## config.mk

```make
export PLATFORM = sky130hd
export DESIGN_NAME = smi_pwr_irq
export DESIGN_NICKNAME = d
export VERILOG_FILES = /design/src/rtl/smi_pkg.sv /design/src/rtl/smi_ctl_regs.sv /design/src/rtl/smi_sock_stat.sv /design/src/rtl/smi_irq_steer.sv /design/src/rtl/smi_pwr_irq.sv
export SDC_FILE = /design/constraint.sdc
export NUM_CORES = 1
export LEC_CHECK = 0
export ABC_AREA = 1
export BUFFER_PORTS_ARGS = -buffer_cell sky130_fd_sc_hd__clkbuf_2
export CAP_MARGIN = 20
export CORE_MARGIN = 8
export CORE_UTILIZATION = 30
export DETAILED_ROUTE_END_ITERATION = 10
export PLACE_DENSITY_LB_ADDON = 0.1
export SLEW_MARGIN = 20
export SYNTH_ARGS = -nofsm -noshare
export SYNTH_HDL_FRONTEND = slang
export SYNTH_SLANG_ARGS = --single-unit
```

## constraint.sdc

```tcl
create_clock -name clk -period 1.1 [get_ports clk]
set_input_delay 0.275 -clock clk [delete_from_list [all_inputs] [get_ports clk]]
set_output_delay 0.275 -clock clk [all_outputs]
set_load 0.05 [all_outputs]
```

## src/rtl/smi_pkg.sv

```systemverilog
package smi_pkg;

    // Default bit positions inside the control word
    localparam int SMI_EN_BIT    = 24;
    localparam int SMI_STAT_BIT  = 25;
    localparam int SMI_ROUTE_BIT = 26;

    // Route encoding of the shared route bit
    localparam logic ROUTE_CSC  = 1'b0;
    localparam logic ROUTE_IRQ2 = 1'b1;

    // Shared control state
    typedef struct packed {
        logic en;
        logic route;
    } smi_ctl_t;

    // Per-socket state
    typedef struct packed {
        logic stat;
        logic rise;
    } smi_sock_t;

endpackage

```

## src/rtl/smi_ctl_regs.sv

```systemverilog
module smi_ctl_regs
    import smi_pkg::*;
#(
    parameter int NUM_SOCK  = 2,
    parameter int DATA_W    = 32,
    parameter int SEL_W     = 1,
    parameter int EN_BIT    = SMI_EN_BIT,
    parameter int STAT_BIT  = SMI_STAT_BIT,
    parameter int ROUTE_BIT = SMI_ROUTE_BIT
) (
    input  logic                clk,
    input  logic                rst_n,
    input  logic                wr_i,
    input  logic [SEL_W-1:0]    sel_i,
    input  logic [DATA_W-1:0]   wdata_i,
    input  logic [NUM_SOCK-1:0] stat_i,
    output logic                en_o,
    output logic                route_o,
    output logic [NUM_SOCK-1:0] clr_o,
    output logic [DATA_W-1:0]   rdata_o
);

    smi_ctl_t ctl_d, ctl_q;

    // Next-state: every write loads both shared bits
    always_comb begin
        ctl_d = ctl_q;
        if (wr_i) begin
            ctl_d.en    = wdata_i[EN_BIT];
            ctl_d.route = wdata_i[ROUTE_BIT];
        end
    end

    always_ff @(posedge clk) begin
        if (!rst_n) begin
            ctl_q <= '0;
        end else begin
            ctl_q <= ctl_d;
        end
    end

    // Write-1 clear strobe per socket
    for (genvar g = 0; g < NUM_SOCK; g++) begin : g_clr
        assign clr_o[g] = wr_i && (sel_i == SEL_W'(g)) && wdata_i[STAT_BIT];
    end

    // Read view of the selected socket
    always_comb begin
        rdata_o            = '0;
        rdata_o[EN_BIT]    = ctl_q.en;
        rdata_o[ROUTE_BIT] = ctl_q.route;
        for (int i = 0; i < NUM_SOCK; i++) begin
            if (sel_i == SEL_W'(i)) begin
                rdata_o[STAT_BIT] = stat_i[i];
            end
        end
    end

    assign en_o    = ctl_q.en;
    assign route_o = ctl_q.route;

    AST_SHARED_HOLD: assert property (@(posedge clk) disable iff (!rst_n)
        !wr_i |=> $stable(ctl_q));

    AST_SHARED_LOAD: assert property (@(posedge clk) disable iff (!rst_n)
        wr_i |=> (en_o == $past(wdata_i[EN_BIT]) && route_o == $past(wdata_i[ROUTE_BIT])));

    AST_CLR_ONEHOT: assert property (@(posedge clk) disable iff (!rst_n)
        $onehot0(clr_o));

endmodule

```

## src/rtl/smi_sock_stat.sv

```systemverilog
module smi_sock_stat
    import smi_pkg::*;
(
    input  logic clk,
    input  logic rst_n,
    input  logic evt_i,
    input  logic en_i,
    input  logic clr_i,
    output logic stat_o,
    output logic rise_o
);

    smi_sock_t st_d, st_q;
    logic      set_w;

    assign set_w = evt_i && en_i;

    // Clear first, then set, so a same-cycle event wins
    always_comb begin
        st_d = st_q;
        if (clr_i) begin
            st_d.stat = 1'b0;
        end
        if (set_w) begin
            st_d.stat = 1'b1;
        end
        st_d.rise = st_d.stat && !st_q.stat;
    end

    always_ff @(posedge clk) begin
        if (!rst_n) begin
            st_q <= '0;
        end else begin
            st_q <= st_d;
        end
    end

    assign stat_o = st_q.stat;
    assign rise_o = st_q.rise;

    AST_NO_SET_DISABLED: assert property (@(posedge clk) disable iff (!rst_n)
        (!en_i && !stat_o) |=> !stat_o);

    AST_EVENT_SETS: assert property (@(posedge clk) disable iff (!rst_n)
        (evt_i && en_i) |=> stat_o);

    AST_SET_WINS: assert property (@(posedge clk) disable iff (!rst_n)
        (evt_i && en_i && clr_i) |=> stat_o);

    AST_CLR_TAKES: assert property (@(posedge clk) disable iff (!rst_n)
        (clr_i && !(evt_i && en_i)) |=> !stat_o);

    AST_HOLD_NO_CLR: assert property (@(posedge clk) disable iff (!rst_n)
        (stat_o && !clr_i) |=> stat_o);

    AST_PULSE_SINGLE: assert property (@(posedge clk) disable iff (!rst_n)
        rise_o |=> !rise_o);

    AST_PULSE_ON_RISE: assert property (@(posedge clk) disable iff (!rst_n)
        rise_o |-> (stat_o && !$past(stat_o)));

endmodule

```

## src/rtl/smi_irq_steer.sv

```systemverilog
module smi_irq_steer
    import smi_pkg::*;
#(
    parameter int NUM_SOCK = 2
) (
    input  logic                route_i,
    input  logic                edge_mode_i,
    input  logic [NUM_SOCK-1:0] stat_i,
    input  logic [NUM_SOCK-1:0] rise_i,
    output logic [NUM_SOCK-1:0] csc_o,
    output logic                irq2_o
);

    logic to_csc;

    assign to_csc = (route_i == ROUTE_CSC);

    for (genvar g = 0; g < NUM_SOCK; g++) begin : g_csc
        always_comb begin
            csc_o[g] = 1'b0;
            if (to_csc) begin
                csc_o[g] = edge_mode_i ? rise_i[g] : stat_i[g];
            end
        end
    end

    assign irq2_o = (route_i == ROUTE_IRQ2) && (|stat_i);

endmodule

```

## src/rtl/smi_pwr_irq.sv

```systemverilog
module smi_pwr_irq
    import smi_pkg::*;
#(
    parameter int NUM_SOCK  = 2,
    parameter int DATA_W    = 32,
    parameter int SEL_W     = (NUM_SOCK > 1) ? $clog2(NUM_SOCK) : 1,
    parameter int EN_BIT    = SMI_EN_BIT,
    parameter int STAT_BIT  = SMI_STAT_BIT,
    parameter int ROUTE_BIT = SMI_ROUTE_BIT
) (
    input  logic                clk,
    input  logic                rst_n,
    input  logic                bus_wr,
    input  logic [SEL_W-1:0]    bus_sel,
    input  logic [DATA_W-1:0]   bus_wdata,
    output logic [DATA_W-1:0]   bus_rdata,
    input  logic [NUM_SOCK-1:0] pwr_seq_start,
    input  logic                csc_edge_mode,
    output logic [NUM_SOCK-1:0] csc_irq,
    output logic                irq2_req
);

    logic                en_w;
    logic                route_w;
    logic [NUM_SOCK-1:0] clr_w;
    logic [NUM_SOCK-1:0] stat_w;
    logic [NUM_SOCK-1:0] rise_w;

    smi_ctl_regs #(
        .NUM_SOCK  (NUM_SOCK),
        .DATA_W    (DATA_W),
        .SEL_W     (SEL_W),
        .EN_BIT    (EN_BIT),
        .STAT_BIT  (STAT_BIT),
        .ROUTE_BIT (ROUTE_BIT)
    ) u_regs (
        .clk     (clk),
        .rst_n   (rst_n),
        .wr_i    (bus_wr),
        .sel_i   (bus_sel),
        .wdata_i (bus_wdata),
        .stat_i  (stat_w),
        .en_o    (en_w),
        .route_o (route_w),
        .clr_o   (clr_w),
        .rdata_o (bus_rdata)
    );

    for (genvar g = 0; g < NUM_SOCK; g++) begin : g_sock
        smi_sock_stat u_stat (
            .clk    (clk),
            .rst_n  (rst_n),
            .evt_i  (pwr_seq_start[g]),
            .en_i   (en_w),
            .clr_i  (clr_w[g]),
            .stat_o (stat_w[g]),
            .rise_o (rise_w[g])
        );

        AST_LEVEL_RAISE: assert property (@(posedge clk) disable iff (!rst_n)
            (pwr_seq_start[g] && en_w && !route_w && !bus_wr && !csc_edge_mode)
            |=> (csc_edge_mode || csc_irq[g]));

        AST_NO_IRQ_DISABLED: assert property (@(posedge clk) disable iff (!rst_n)
            (!en_w && !stat_w[g] && !rise_w[g] && !bus_wr) |=> !csc_irq[g]);
    end

    smi_irq_steer #(
        .NUM_SOCK (NUM_SOCK)
    ) u_steer (
        .route_i     (route_w),
        .edge_mode_i (csc_edge_mode),
        .stat_i      (stat_w),
        .rise_i      (rise_w),
        .csc_o       (csc_irq),
        .irq2_o      (irq2_req)
    );

    AST_IRQ2_GATED: assert property (@(posedge clk) disable iff (!rst_n)
        !bus_rdata[ROUTE_BIT] |-> !irq2_req);

    AST_CSC_MUTED: assert property (@(posedge clk) disable iff (!rst_n)
        bus_rdata[ROUTE_BIT] |-> (csc_irq == '0));

    AST_IRQ2_PENDING: assert property (@(posedge clk) disable iff (!rst_n)
        (route_w && (stat_w != '0)) |-> irq2_req);

endmodule

```

## Yosys cells after proc, flatten, opt, wreduce, memory -nomap -nowiden

Index checks and enable logic that the tools add are counted.

- Output and inout bits: 35
- Logic and storage cells: 28
- Bits in writable memories: 0
- Flip-flop bits (word level): 6
- Memories kept: 0
- Bits in read-only memories: 0
- Bits of input ports: 39
- Latch bits: 0

- Bitwise gates (word level): 1
- Div/mod/pow operators: 0
- Multiplexer cells: 9
- Magnitude comparators: 0
- Multipliers: 0
- Reductions and logical operators: 12
- Equality and inequality tests: 0
- Add/sub/neg operators: 0
- Shift-type cells: 0

Operators by type and width:

| operator | count |
|---|---|
| $logic_and A1 B1 Y1 | 9 |
| $mux W1 | 9 |
| $logic_not A1 Y1 | 2 |
| $reduce_or A2 Y1 | 1 |
| $not A1 Y1 | 1 |

## Longest topological paths before layout

Gate-level depths: netlist of run 1.

- Word-level depth: 6
- Depth in mapped cells: 4
- Mapped depth without buffers: 4

## Modules after synthesis

From an unflattened synthesis of run 1, not the netlist that was laid out.

- Cells, all modules: 83
- Area, all modules: 538.0 um^2

Modules (own cells, without submodules):

| module | area an instance (um^2) | sequential area each (um^2) | times used | cells an instance |
|---|---|---|---|---|
| smi_ctl_regs | 356.6 | 40.0 | 1 | 52 |
| smi_sock_stat | 66.3 | 40.0 | 2 | 9 |
| smi_irq_steer | 48.8 | 0.0 | 1 | 13 |

## Least setup slack after synthesis of run 1

OpenSTA, ideal clock, no wires.

- Path kind: flip-flop to output port
- Start point: register g_sock[1].u_stat.st_q (netlist bit g_sock[1].u_stat.stat_o)
- End point: output port csc_irq[1]
- Setup slack: -357 ps
- Buffers on the path: 0
- Required time: 825 ps
- Data arrival time: 1182 ps
- Cell stages (with the launch flop): 3
- Path through: dfxtp_1 nand2_1 a21oi_1

- Longest elaborated chain between the ends: 2

RTL lines:

| element | RTL line | text |
|---|---|---|
| start, declared | smi_sock_stat.sv:13 | `smi_sock_t st_d, st_q;` |
| start signal, assigned | smi_sock_stat.sv:34 | `st_q <= st_d;` |
| $mux W1 | smi_irq_steer.sv:22 | `csc_o[g] = edge_mode_i ? rise_i[g] : stat_i[g];` |
| $mux W1 | smi_irq_steer.sv:21 | `if (to_csc) begin` |
| end, declared | smi_pwr_irq.sv:19 | `output logic [NUM_SOCK-1:0] csc_irq,` |

Every way passes these cells.

## Final worst setup path of run 1

- Start point: register g_sock[0].u_stat.st_q (netlist bit g_sock[0].u_stat.stat_o)
- End point: output port csc_irq[0]

- Longest elaborated chain between the ends: 2

RTL lines:

| element | RTL line |
|---|---|
| start, declared | smi_sock_stat.sv:13 |
| start signal, assigned | smi_sock_stat.sv:34 |
| $mux W1 | smi_irq_steer.sv:22 |
| $mux W1 | smi_irq_steer.sv:21 |

Every way passes these cells.

==> impl_metrics.ini, run 1 <==
[layout]
stdcell_area_um2 = 650.6
area_delta_synth_final_pct = 32.99
drive_above_1_share_pct = 37.21
num_antenna_cells = 0
nets = 127

[drt]
dr.pass1.iters = 2
ant_nets = 0
drtIter0Drc = 3
drc = 0
avgRoutedWirePerCell_um = 10.39
vias = 367
wl_mm = 1.060
viasPerCell = 3.598

[power_and_ir_drop]
swShare_pct = 47.83
internal_power_mw = 0.4306
power.switching_mw = 0.3947
power_density_nw_per_um2 = 1268
power_frac_comb_pct = 46.2
seqPwrFrac_pct = 29.4
clkPwrFrac_pct = 24.3
cellLeakagePower_nw = 0.3443
ir_drop_v = 0.0004668

[grt]
grt_overflow = 0
antenna_found_initial = 0
grt_pass1_vias = 413
track_usage_pct = 6.703
grt_max_degree = 6
grt_pass1_wl_mm = 1.676

[run_status]
status = complete, but fails checks
violations = setup timing

[worst_setup_path]
path_class = reg2out
r2r-end = g_sock[1].u_stat.rise_o
required_ns = 0.82
reg2reg_depth = 2
endpoint = csc_irq[0]
cp-end-kind = primary output
regToRegSetupSlack_ns = 0.38
reg2reg_from = g_sock[1].u_stat.stat_o
cp-start-kind = register
crit_start = g_sock[0].u_stat.stat_o
cp.arrival_ns = 0.99
crit_fanout = 5

[timing]
maxClockFrequency_mhz = 789.8
clock_skew_ns = 0.001546
setup_slack_ns = -0.1661
grt_setup_unrepaired = yes
period_share_pct = 115.1
finalMaxSlewViolations = 0
fin_setup_tns_ns = -0.5568
setup_viol = 5
hold_violations = 0
final.min_clock_period_ns = 1.266

[logic_synthesis]
ys_ff_latch = 6
yosysWarnings = 0
synthCells = 68
syn_area_um2 = 489.2
yosysSeqAreaShare_pct = 24.55
syn_area_per_cell_um2 = 7.194
synth_cell_types = 12

[hold_path]
hp-class = in2reg

[placed_design]
gp_congestion = 0.7539
portBuffers = 15
dp_hpwl_um = 894.7
place_ws_ns = 0.0009411
placed_area_um2 = 554.3

[clock_tree]
cts.root.buffer_cell = clkbuf_4
cts_buffers = 3
ctsHoldBuffers = 0
clk_latency_ns = 0.24
clockBufferDepth = 2
htreeDepth = 1
cts_sinks = 6
path_clk_slew_ns = 0.05
cts_tree = yes

[floorplan]
dieArea_um2 = 3179
io_pins = 74
fp.dieW_um = 56.38
core_area_um2 = 1524
row_count = 14
initial_core_util_pct = 32.10
fp.dieH_um = 56.38

[run]
max-cap-violations = 0
[metal layers]
layer	up-vias	global-route usage, %	wire (um)
li1	187	-	-
met1	152	5.860	414
met2	26	10.46	524
met3	2	2.697	94
met4	0	8.247	27
met5	-	0	0
[synthesized netlist by cell type (all sizes together)]
cell / number / area share [%]
buf: 31 / 48
nor3: 2 / 2.0
a21oi: 4 / 4.9
o21ai: 2 / 2.0
nand2: 11 / 8.4
dfxtp: 6 / 25
conb: 1 / 0.77
nor2: 4 / 3.1
nand3: 2 / 2.0
inv: 4 / 3.1
o21a: 1 / 1.5
[worst max-delay path, stage by stage, from the launching register on]
cell     delay [ns]
dfxtp_4        0.38
nand2_4        0.06
a21oi_4        0.16
buf_12         0.15
[repair_timing]
item	4_1_cts	5_1_grt
gates resized for setup	15	4
endpoints found under the hold margin	0	0
setup buffers	1	0
cloned	0	0
endpoints found under the setup margin	6	5
pin swaps	2	3
[power by group through the flow]
stage / registers [mW] / clock network (mW) / logic (mW)
global route: 0.245 / 0.228 / 0.398
floorplan: 0.244 / 0 / 0.373
detailed placement: 0.244 / 0 / 0.351
CTS: 0.243 / 0.207 / 0.375
global placement: 0.244 / 0 / 0.352
finish: 0.243 / 0.201 / 0.382
[registers in the layout, summed over array words and instances (netlist names)]
signal and flops:
u_regs.en_o 1, u_regs.route_o 1, g_sock.u_stat.stat_o 2, g_sock.u_stat.rise_o 2
[per-stage QoR]
| step | power (mW) | hold slack, ns | cells | util (%) |
|---|---|---|---|---|
| floorplan | 0.6167 | 0.4099 | 96 | - |
| global placement | 0.5959 | 0.5029 | 98 | 36.37 |
| detailed placement | 0.5955 | 0.5036 | 98 | 36.37 |
| CTS | 0.8250 | 0.2565 | 102 | 41.87 |
| global route | 0.8709 | 0.2644 | 102 | 42.69 |
| finish | 0.8253 | 0.2659 | 102 | 42.69 |
[final cells by class]
type,count,area (um2)
multi-input combinational,55,269.0
inverter,4,15.01
sequential,6,130.1
clock buffer,3,22.52
fill,165,873.3
timing repair buffer,18,193.9
tap,16,20.02
[kinds of logic after synthesis]
family / Yosys count / share of synthesized area (%)
AOI/OAI and AO/OA: 7 / 8.440
buffers and inverters: 35 / 50.64
DFF: 6 / 24.55
other: 1 / 0.7665
and+or+nand+nor: 19 / 15.60
[how the worst min path moves through the flow]
stage               cells past startpoint  slack [ns]           from                       to
floorplan                               2        0.41  bus_wdata[26]           u_regs.route_o
global route                            3        0.26  bus_wdata[24]              u_regs.en_o
CTS                                     3        0.26  bus_wdata[26]           u_regs.route_o
detailed placement                      2        0.50    u_regs.en_o  g_sock[1].u_stat.rise_o
finish                                  3        0.27  bus_wdata[24]              u_regs.en_o
global placement                        3        0.50  bus_wdata[26]           u_regs.route_o
[placed cells by master, fill, tap and decap left out]
master / n
a21oi_1: 1
a21oi_2: 1
a21oi_4: 2
buf_12: 4
buf_4: 1
buf_6: 2
clkbuf_16: 1
clkbuf_2: 9
clkbuf_4: 3
clkbuf_8: 1
conb_1: 29
dfxtp_1: 2
dfxtp_2: 2
dfxtp_4: 2
inv_1: 4
nand2_1: 7
nand2_2: 2
nand2_4: 2
nand3_1: 2
nor2_1: 4
nor3_1: 2
o21a_1: 1
o21ai_0: 2
Note: power is estimated with default switching activity, not from simulation.
==> run 2: changes to the inputs <==
PLACE_DENSITY = 0.82   (was not set)
PLACE_DENSITY_LB_ADDON = not set   (was 0.1)
==> run 2 against run 1 <==
Against the previous run:
- the run still ends with setup timing left
- clock skew increased by 0.00088 ns
- wire length increased by 4.3%
- final cell count is the same
- global-route usage rose by 0.41 points
- highest routed layer unchanged
==> impl_metrics.ini, run 2 (same netlist as run 1, synthesis figures left out) <==
[drt]
highest_layer = met4
drc = 0
vias = 382
met1_length_um = 497
drtIter0Drc = 3
ant_nets = 0
avgRoutedWirePerCell_um = 10.84
dr_wl_met3_um = 79
dr.pass1.iters = 4
wl_met2_um = 519
viasPerCell = 3.745
wl_mm = 1.106

[grt]
grt_pass1_wl_mm = 1.883
grt_max_degree = 6
track_usage_pct = 7.117
grt_pass1_vias = 459
antenna_found_initial = 0
grt_overflow = 0

[floorplan]
row_count = 14
core_area_um2 = 1524
dieArea_um2 = 3179
initial_core_util_pct = 32.10
fp.dieW_um = 56.38
io_pins = 74
fp.dieH_um = 56.38

[timing]
fin_setup_tns_ns = -0.5011
period_share_pct = 114.0
setup_slack_ns = -0.1542
final.min_clock_period_ns = 1.254
clock_skew_ns = 0.002423
hold_violations = 0
finalMaxSlewViolations = 0
maxClockFrequency_mhz = 797.3
setup_viol = 4
grt_setup_unrepaired = yes

[power_and_ir_drop]
ir_drop_v = 0.0006590
internal_power_mw = 0.4182
power_density_nw_per_um2 = 1282
clkPwrFrac_pct = 24.3
power.switching_mw = 0.3917
power_frac_comb_pct = 45.7
cellLeakagePower_nw = 0.3382
seqPwrFrac_pct = 29.9
swShare_pct = 48.36

[hold_path]
holdCritStartpoint = bus_wdata[26]
whs_path_depth = 3
hp-class = in2reg
hold-path-endpoint = u_regs.route_o

[run_status]
violations = setup timing
status = complete, but fails checks

[layout]
fillers = 159
area_delta_synth_final_pct = 29.16
final_cell_mix = conb_1 (29), clkbuf_2 (9), nand2_2 (5)
nets = 127
num_antenna_cells = 0
drive_above_1_share_pct = 40.70
layout_commonest_cell = conb_1
fin_cells = 102
seq_area_um2 = 130.1
multi_input_area_um2 = 276.5

[clock_tree]
htreeDepth = 1
clockBufferDepth = 2
path_clk_slew_ns = 0.05
cts_buffers = 3
cts.root.buffer_cell = clkbuf_4
ctsHoldBuffers = 0
cts_sinks = 6
clk_latency_ns = 0.24
cts_tree = yes

[worst_setup_path]
regToRegSetupSlack_ns = 0.35
crit_fanout = 4
r2r-end = g_sock[0].u_stat.rise_o
cp-end-kind = primary output
required_ns = 0.82
cp-start-kind = register
reg2reg_depth = 2
cp.arrival_ns = 0.98
reg2reg_from = g_sock[0].u_stat.stat_o
path_class = reg2out

[placed_design]
gp_congestion = 0.7555
dp_cells = 97
dp_hpwl_um = 913.6
portBuffers = 15

[run]
max-cap-violations = 0
## run 2: cell type report
type	instances	area share, %
sequential	6	20.59
timing repair buffer	18	26.53
multi-input combinational	55	43.76
clock buffer	3	3.564
tap	16	3.168
inverter	4	2.376
## run 2: routing by layer
layer | up-vias | GRT usage [%]
met4 | 0 | 4.124
li1 | 188 | -
met2 | 27 | 10.78
met1 | 165 | 8.046
met5 | - | 0
met3 | 2 | 3.146
## run 2: worst max-delay path by stage
stage                       startpoint    endpoint  slack [ns]  depth (start not counted)
2_1_floorplan           u_regs.route_o    irq2_req       -0.07                          1
3_3_place_gp             csc_edge_mode  csc_irq[0]        0.01                          5
3_5_place_dp             csc_edge_mode  csc_irq[1]       -0.01                          5
4_1_cts        g_sock[0].u_stat.stat_o  csc_irq[0]       -0.17                          3
5_1_grt                 u_regs.route_o  csc_irq[0]       -0.20                          3
6_report                u_regs.route_o  csc_irq[0]       -0.15                          3
## run 2: stage by stage
step	setup WS (ns)	cell area, um2	power, mW	util (%)	hold slack [ns]
finish	-0.1542	631.9	0.8099	41.46	0.2632
CTS	-0.1683	620.6	0.8119	40.72	0.2601
floorplan	-0.07041	616.8	0.6167	-	0.4099
global placement	0.01470	531.8	0.5822	34.89	0.4870
detailed placement	-0.01377	531.8	0.5858	34.89	0.4923
global route	-0.1951	631.9	0.8573	41.46	0.2719
## run 2: what timing repair did
action	4_1_cts	5_1_grt
setup buffers	2	0
resized for setup	17	5
setup endpoints to repair	6	5
pin swaps	7	4
## run 2: worst max-delay path, stage by stage (launching register included)
cell and delay (ns):
dfxtp_2 0.33, buf_6 0.12, a21oi_4 0.14, buf_12 0.15
## run 2: power groups by stage
stage	clock [mW]	combinational, mW	sequential (mW)
after floorplan	0	0.373	0.244
after detailed placement	0	0.341	0.244
after global routing	0.226	0.388	0.244
after global placement	0	0.339	0.243
after CTS	0.208	0.362	0.242
final	0.197	0.370	0.243
